$ cat src/rtl/supply_rst_pkg.sv
package supply_rst_pkg;
    typedef enum logic [2:0] {
        PH_HOLD  = 3'd0,
        PH_BIAS  = 3'd1,
        PH_REG   = 3'd2,
        PH_PWRT  = 3'd3,
        PH_RUN   = 3'd4
    } phase_e;
endpackage

$ cat src/rtl/srs_sync.sv
module srs_sync #(
    parameter int W = 2
) (
    input  logic         clk,
    input  logic         rst_n,
    input  logic [W-1:0] d,
    output logic [W-1:0] q
);
    for (genvar i = 0; i < W; i++) begin : g_bit
        logic s1_q, s2_q;
        always_ff @(posedge clk or negedge rst_n) begin
            if (!rst_n) begin
                s1_q <= 1'b0;
                s2_q <= 1'b0;
            end else begin
                s1_q <= d[i];
                s2_q <= s1_q;
            end
        end
        assign q[i] = s2_q;
    end
endmodule

$ cat src/rtl/srs_pwrt_len.sv
module srs_pwrt_len #(
    parameter int CYC_PER_MS = 8000,
    parameter int CW         = 20
) (
    input  logic [2:0]    code,
    output logic [CW-1:0] len
);
    logic [CW-1:0] base;
    always_comb begin
        base = CW'(CYC_PER_MS);
        // code k>=1 gives 2^k ms; code 0 gives no delay
        len  = (code == 3'd0) ? '0 : (base << code);
    end
endmodule

$ cat src/rtl/srs_cause.sv
module srs_cause (
    input  logic       clk,
    input  logic       rst_n,
    input  logic       por_low,
    input  logic       bor_low,
    input  logic       clr_we,
    input  logic [1:0] clr_data,
    output logic [1:0] cause
);
    logic [1:0] cause_d, cause_q;
    always_comb begin
        cause_d = cause_q;
        if (clr_we) cause_d = cause_d & ~clr_data;
        if (por_low) cause_d[0] = 1'b1;
        if (bor_low) cause_d[1] = 1'b1;
    end
    always_ff @(posedge clk or negedge rst_n) begin
        if (!rst_n) cause_q <= 2'b00;
        else        cause_q <= cause_d;
    end
    assign cause = cause_q;
endmodule

$ cat src/rtl/supply_reset_seq.sv
module supply_reset_seq
    import supply_rst_pkg::*;
#(
    parameter int CLK_KHZ    = 8000,
    parameter int POR_EXT_NS = 30000,
    parameter int BOR_EXT_NS = 100000
) (
    input  logic       clk,
    input  logic       rst_n,
    input  logic       por_ok_in,
    input  logic       bor_ok_in,
    input  logic [2:0] pwrt_sel,
    input  logic       clr_we,
    input  logic [1:0] clr_data,
    output logic       sys_rst,
    output logic [2:0] phase,
    output logic [1:0] cause
);
    localparam int POR_RAW = (CLK_KHZ * POR_EXT_NS) / 1000000;
    localparam int BOR_RAW = (CLK_KHZ * BOR_EXT_NS) / 1000000;
    localparam int POR_CYC = (POR_RAW < 1) ? 1 : POR_RAW;
    localparam int BOR_CYC = (BOR_RAW < 1) ? 1 : BOR_RAW;
    localparam int MAX_PWRT = 128 * CLK_KHZ;
    localparam int MAX_A = (POR_CYC > BOR_CYC) ? POR_CYC : BOR_CYC;
    localparam int MAX_C = (MAX_A > MAX_PWRT) ? MAX_A : MAX_PWRT;
    localparam int CW = $clog2(MAX_C + 1);

    typedef struct packed {
        phase_e        ph;
        logic [CW-1:0] cnt;
        logic          por_pend;
        logic          rst;
    } seq_t;

    seq_t st_d, st_q;
    logic [1:0] ok_sync;
    logic por_ok, bor_ok;
    logic [CW-1:0] pwrt_len;

    srs_sync #(.W(2)) u_sync (
        .clk(clk), .rst_n(rst_n),
        .d({bor_ok_in, por_ok_in}), .q(ok_sync)
    );
    assign por_ok = ok_sync[0];
    assign bor_ok = ok_sync[1];

    srs_pwrt_len #(.CYC_PER_MS(CLK_KHZ), .CW(CW)) u_len (
        .code(pwrt_sel), .len(pwrt_len)
    );

    srs_cause u_cause (
        .clk(clk), .rst_n(rst_n),
        .por_low(!por_ok), .bor_low(!bor_ok),
        .clr_we(clr_we), .clr_data(clr_data), .cause(cause)
    );

    always_comb begin
        st_d = st_q;
        unique case (st_q.ph)
            PH_HOLD: begin
                if (por_ok && bor_ok) begin
                    if (st_q.por_pend) begin
                        st_d.ph  = PH_BIAS;
                        st_d.cnt = CW'(POR_CYC - 1);
                    end else begin
                        st_d.ph  = PH_REG;
                        st_d.cnt = CW'(BOR_CYC - 1);
                    end
                end
            end
            PH_BIAS: begin
                if (st_q.cnt == '0) begin
                    st_d.ph       = PH_REG;
                    st_d.cnt      = CW'(BOR_CYC - 1);
                    st_d.por_pend = 1'b0;
                end else begin
                    st_d.cnt = st_q.cnt - 1'b1;
                end
            end
            PH_REG: begin
                if (st_q.cnt == '0) begin
                    if (pwrt_len == '0) begin
                        st_d.ph = PH_RUN;
                    end else begin
                        st_d.ph  = PH_PWRT;
                        st_d.cnt = pwrt_len - 1'b1;
                    end
                end else begin
                    st_d.cnt = st_q.cnt - 1'b1;
                end
            end
            PH_PWRT: begin
                if (st_q.cnt == '0) st_d.ph = PH_RUN;
                else                st_d.cnt = st_q.cnt - 1'b1;
            end
            PH_RUN:  st_d.ph = PH_RUN;
            default: st_d.ph = PH_HOLD;
        endcase
        if (!por_ok || !bor_ok) begin
            st_d.ph  = PH_HOLD;
            st_d.cnt = '0;
        end
        if (!por_ok) st_d.por_pend = 1'b1;
        st_d.rst = (st_d.ph != PH_RUN);
    end

    always_ff @(posedge clk or negedge rst_n) begin
        if (!rst_n) begin
            st_q.ph       <= PH_HOLD;
            st_q.cnt      <= '0;
            st_q.por_pend <= 1'b1;
            st_q.rst      <= 1'b1;
        end else begin
            st_q <= st_d;
        end
    end

    assign sys_rst = st_q.rst;
    assign phase   = st_q.ph;
endmodule

$ cat config.mk
export PLATFORM = sky130hd
export DESIGN_NAME = supply_reset_seq
export DESIGN_NICKNAME = d
export VERILOG_FILES = /design/src/rtl/supply_rst_pkg.sv /design/src/rtl/srs_sync.sv /design/src/rtl/srs_pwrt_len.sv /design/src/rtl/srs_cause.sv /design/src/rtl/supply_reset_seq.sv
export SDC_FILE = /design/constraint.sdc
export NUM_CORES = 1
export LEC_CHECK = 0
export ABC_AREA = 1
export ABC_CLOCK_PERIOD_IN_PS = 1700
export BUFFER_PORTS_ARGS = -buffer_cell sky130_fd_sc_hd__clkbuf_2
export CORE_ASPECT_RATIO = 1.25
export CORE_MARGIN = 2
export CORE_UTILIZATION = 35
export DETAILED_ROUTE_END_ITERATION = 16
export SYNTH_ARGS = -nofsm -noshare
export SYNTH_HDL_FRONTEND = slang
export SYNTH_SLANG_ARGS = --single-unit
$ cat constraint.sdc
create_clock -name clk -period 1.7 [get_ports clk]
set_clock_uncertainty 0.05 [all_clocks]
set_input_delay 0.34 -clock clk [delete_from_list [all_inputs] [get_ports clk]]
set_output_delay 0.34 -clock clk [all_outputs]
set_load 0.05 [all_outputs]
==> qor.yml <==
outcome: "complete, but fails checks"
violations: "negative setup slack"
drtAntennaViolNets: 0
finalCriticalPeriod_ns: 1.73
synth_cells: 370
synth-simple-area-share: 0.504
ys_ff_latch: 31
n_fill_cell: 673
yosysUniqueCellTypes: 29
mostFrequentLayoutCells: "nand2_1 (144), buf_4 (51), nand3_1 (33)"
fp.dieH_um: 96.1
synth-edff-count: 0
critPathRequiredTime_ns: 1.88
max_freq_mhz: 577
crit_family: "simple AND/OR/NAND/NOR gates"
fin_nets: 455
yosys_warnings: 0
grt_max_degree: 20
overflow: 0
htree_num_levels: 2
power_density_nw_per_um2: 632
wl_per_cell_um: 13.7
synth-adder-area-share: 0.0158
hp-class: "in2reg"
path_buf_inv: 2
via_per_inst: 4.84
crit_type: "reg2reg"
critical_path.slowest_cell: "dfrtp_1"
drive_above_1_share: 0.323
drc: 0
rsz0062_at_grt: "yes"
critical_path.most_common_cell: "nand2_1"
max_slew.worst_pin.slew_ns: 0.441
core_um2: 6570
ir_drop_mv: 0.302
cts_sinks: 31
start_kind: "flop"
power_mw: 2.04
rows: 33
die_area_um2: 7460
cts-buffers-inserted: 5
synth-compound-area-share: 0.0554
clk_latency_ns: 0.30
setup_viol: 16
synth-seq-area-share: 0.328
path_cells: "inv_2, ha_4, nand2_1, nor2_1, nand2_1, nor2_4, nand3_2, nand3_4, buf_12, nand2_1, nand2_1"
initial_core_util: 0.362
synthXorXnorAreaFrac: 0.0221
vias: 2567
cts_tree: "done"
cts_buffer_depth: 2
crit_path_end_kind: "flop"
layout_setup_ws_ns: -0.0336
antennaDiodeCount: 0
die_w_um: 77.7
fin_crit_sh: 1.02
dr.pass1.iters: 4
io_pins: 16
hold_slack_ns: 0.104
place.gp.congestion: 0.863
cpPeakStageDelay_ns: 0.40
synth_flop_cell: "dfrtp_1"
fin_cells: 530
worst-path-max-fanout: 10
grt_pass1_wl_um: 11400
arrival_ns: 1.92
grt.total_usage: 0.197
wirelength_um: 7280
dp_hpwl_um: 5310
syn_avg_cell_area_um2: 6.41
maxCapViolations: 0
final_common_cell: "nand2_1"
synth_top_area_frac: 0.306
drtIter0Drc: 113
slew_violations: 0
synth_nets: 383
clk_pin_slew_ns: 0.07
port_buffers: 15
yosysTopAreaCell: "dfrtp_1"
placed_cells: 516
netlist_area_um2: 2370
grt_pass1_vias: 2464
synthMuxAreaShare: 0
synth_top_family_by_area: "simple AND/OR/NAND/NOR gates"
synth-async-reset-ratio: 1.00
clockRootBuffer: "clkbuf_8"
slew_headroom: 0.706
areaGrowthSynthToFinish_pct: 36.1
total_leakage_power_nw: 1.76
antenna_found_initial: 0
finalHoldViolCount: 0
fin_util: 0.492
synth_area_leaders: "dfrtp_1 (31%), nand2_1 (24%), nand3_1 (7.8%)"
==> metrics by stage <==
stage / area [um2] / setup WS [ns] / setup TNS [ns]
6_report: 3230 / -0.0336 / -0.348
5_1_grt: 3230 / -0.142 / -2.49
4_1_cts: 3080 / -0.0221 / -0.0415
3_5_place_dp: 2910 / -0.106 / -1.51
3_3_place_gp: 2910 / -0.0684 / -0.517
2_1_floorplan: 2370 / 0.0373 / 0
==> synthesized netlist by cell type (3+ instances only) <==
cell / number
inv_2: 4
o21ai_0: 14
nor2_1: 38
nand2_1: 152
ha_1: 3
xnor2_1: 3
buf_4: 3
xor2_1: 3
dfrtp_1: 29
inv_1: 29
nor2_4: 3
nand2_2: 6
nand4_1: 5
nand3_1: 37
nor2_2: 15
a21oi_1: 5
==> per-layer routing <==
metal | global-route usage | part of all wire | vias to the layer above
met4 | 0.0982 | 0.028 | 0
li1 | - | - | 1309
met5 | 0 | 0 | -
met1 | 0.228 | 0.44 | 1199
met3 | 0.0356 | 0.024 | 17
met2 | 0.352 | 0.51 | 42
==> sequential cells by signal, indices dropped and copies added, names as in the netlist <==
| name | count |
|---|---|
| phase | 3 |
| st_q | 21 |
| sys_rst | 1 |
| u_cause.cause | 2 |
| u_sync.g_bit.s1_q | 2 |
| u_sync.g_bit.s2_q | 2 |
==> layout make-up <==
type	count	area (um2)	area share
timing repair buffer	71	544	0.169
clock buffer	7	96.3	0.0298
clock inverter	1	7.51	0.00232
multi-input combinational	300	1570	0.486
tap	87	109	0.0337
sequential	31	778	0.241
inverter	33	124	0.0384
==> cell families (layout without fill, tap and decap cells) <==
kind of cell,after synthesis,count (layout)
and+or+nand+nor,266,267
buffers and inverters,40,112
xor gates and xnor gates,6,6
DFF,31,31
AOI/OAI and AO/OA,24,24
adders and majority gates,3,3
==> final timing paths <==
kind,start,endpoint,slack [ns],cells past startpoint
setup / recovery,st_q[3],st_q[10],-0.03,11
hold / removal,bor_ok_in,u_sync.g_bit[1].s1_q,0.10,1
setup reg to reg,st_q[3],st_q[10],-0.03,11
hold reg to reg,u_sync.g_bit[0].s1_q,u_sync.g_bit[0].s2_q,0.32,0
max in group asynchronous,rst_n,sys_rst,0.61,3
min in group asynchronous,rst_n,st_q[21],0.46,2
==> power by group <==
group | switching [mW] | internal [mW] | total (mW) | leakage (nW)
registers | 0.0198 | 0.764 | 0.784 | 0.401
logic | 0.353 | 0.228 | 0.581 | 1.31
clock network | 0.308 | 0.368 | 0.676 | 0.0505
total | 0.680 | 1.36 | 2.04 | 1.76
==> worst register-to-register path, delay by kind of cell, from the launching register on <==
| family | cells | cell delay [ns] |
|---|---|---|
| fa+ha+maj | 1 | 0.17 |
| buf+inv | 2 | 0.26 |
| flops | 1 | 0.40 |
| simple gates | 8 | 0.82 |
==> repair_timing <==
| action | in CTS | in global routing |
|---|---|---|
| hold buffers | 1 | 0 |
| resized for setup | 12 | 30 |
| endpoints found under the hold margin | 14 | 0 |
| setup buffers | 1 | 1 |
| setup endpoints to repair | 24 | 24 |
| pin swaps | 4 | 11 |
| cloned | 0 | 3 |
Note: power is estimated with default switching activity, not from simulation.
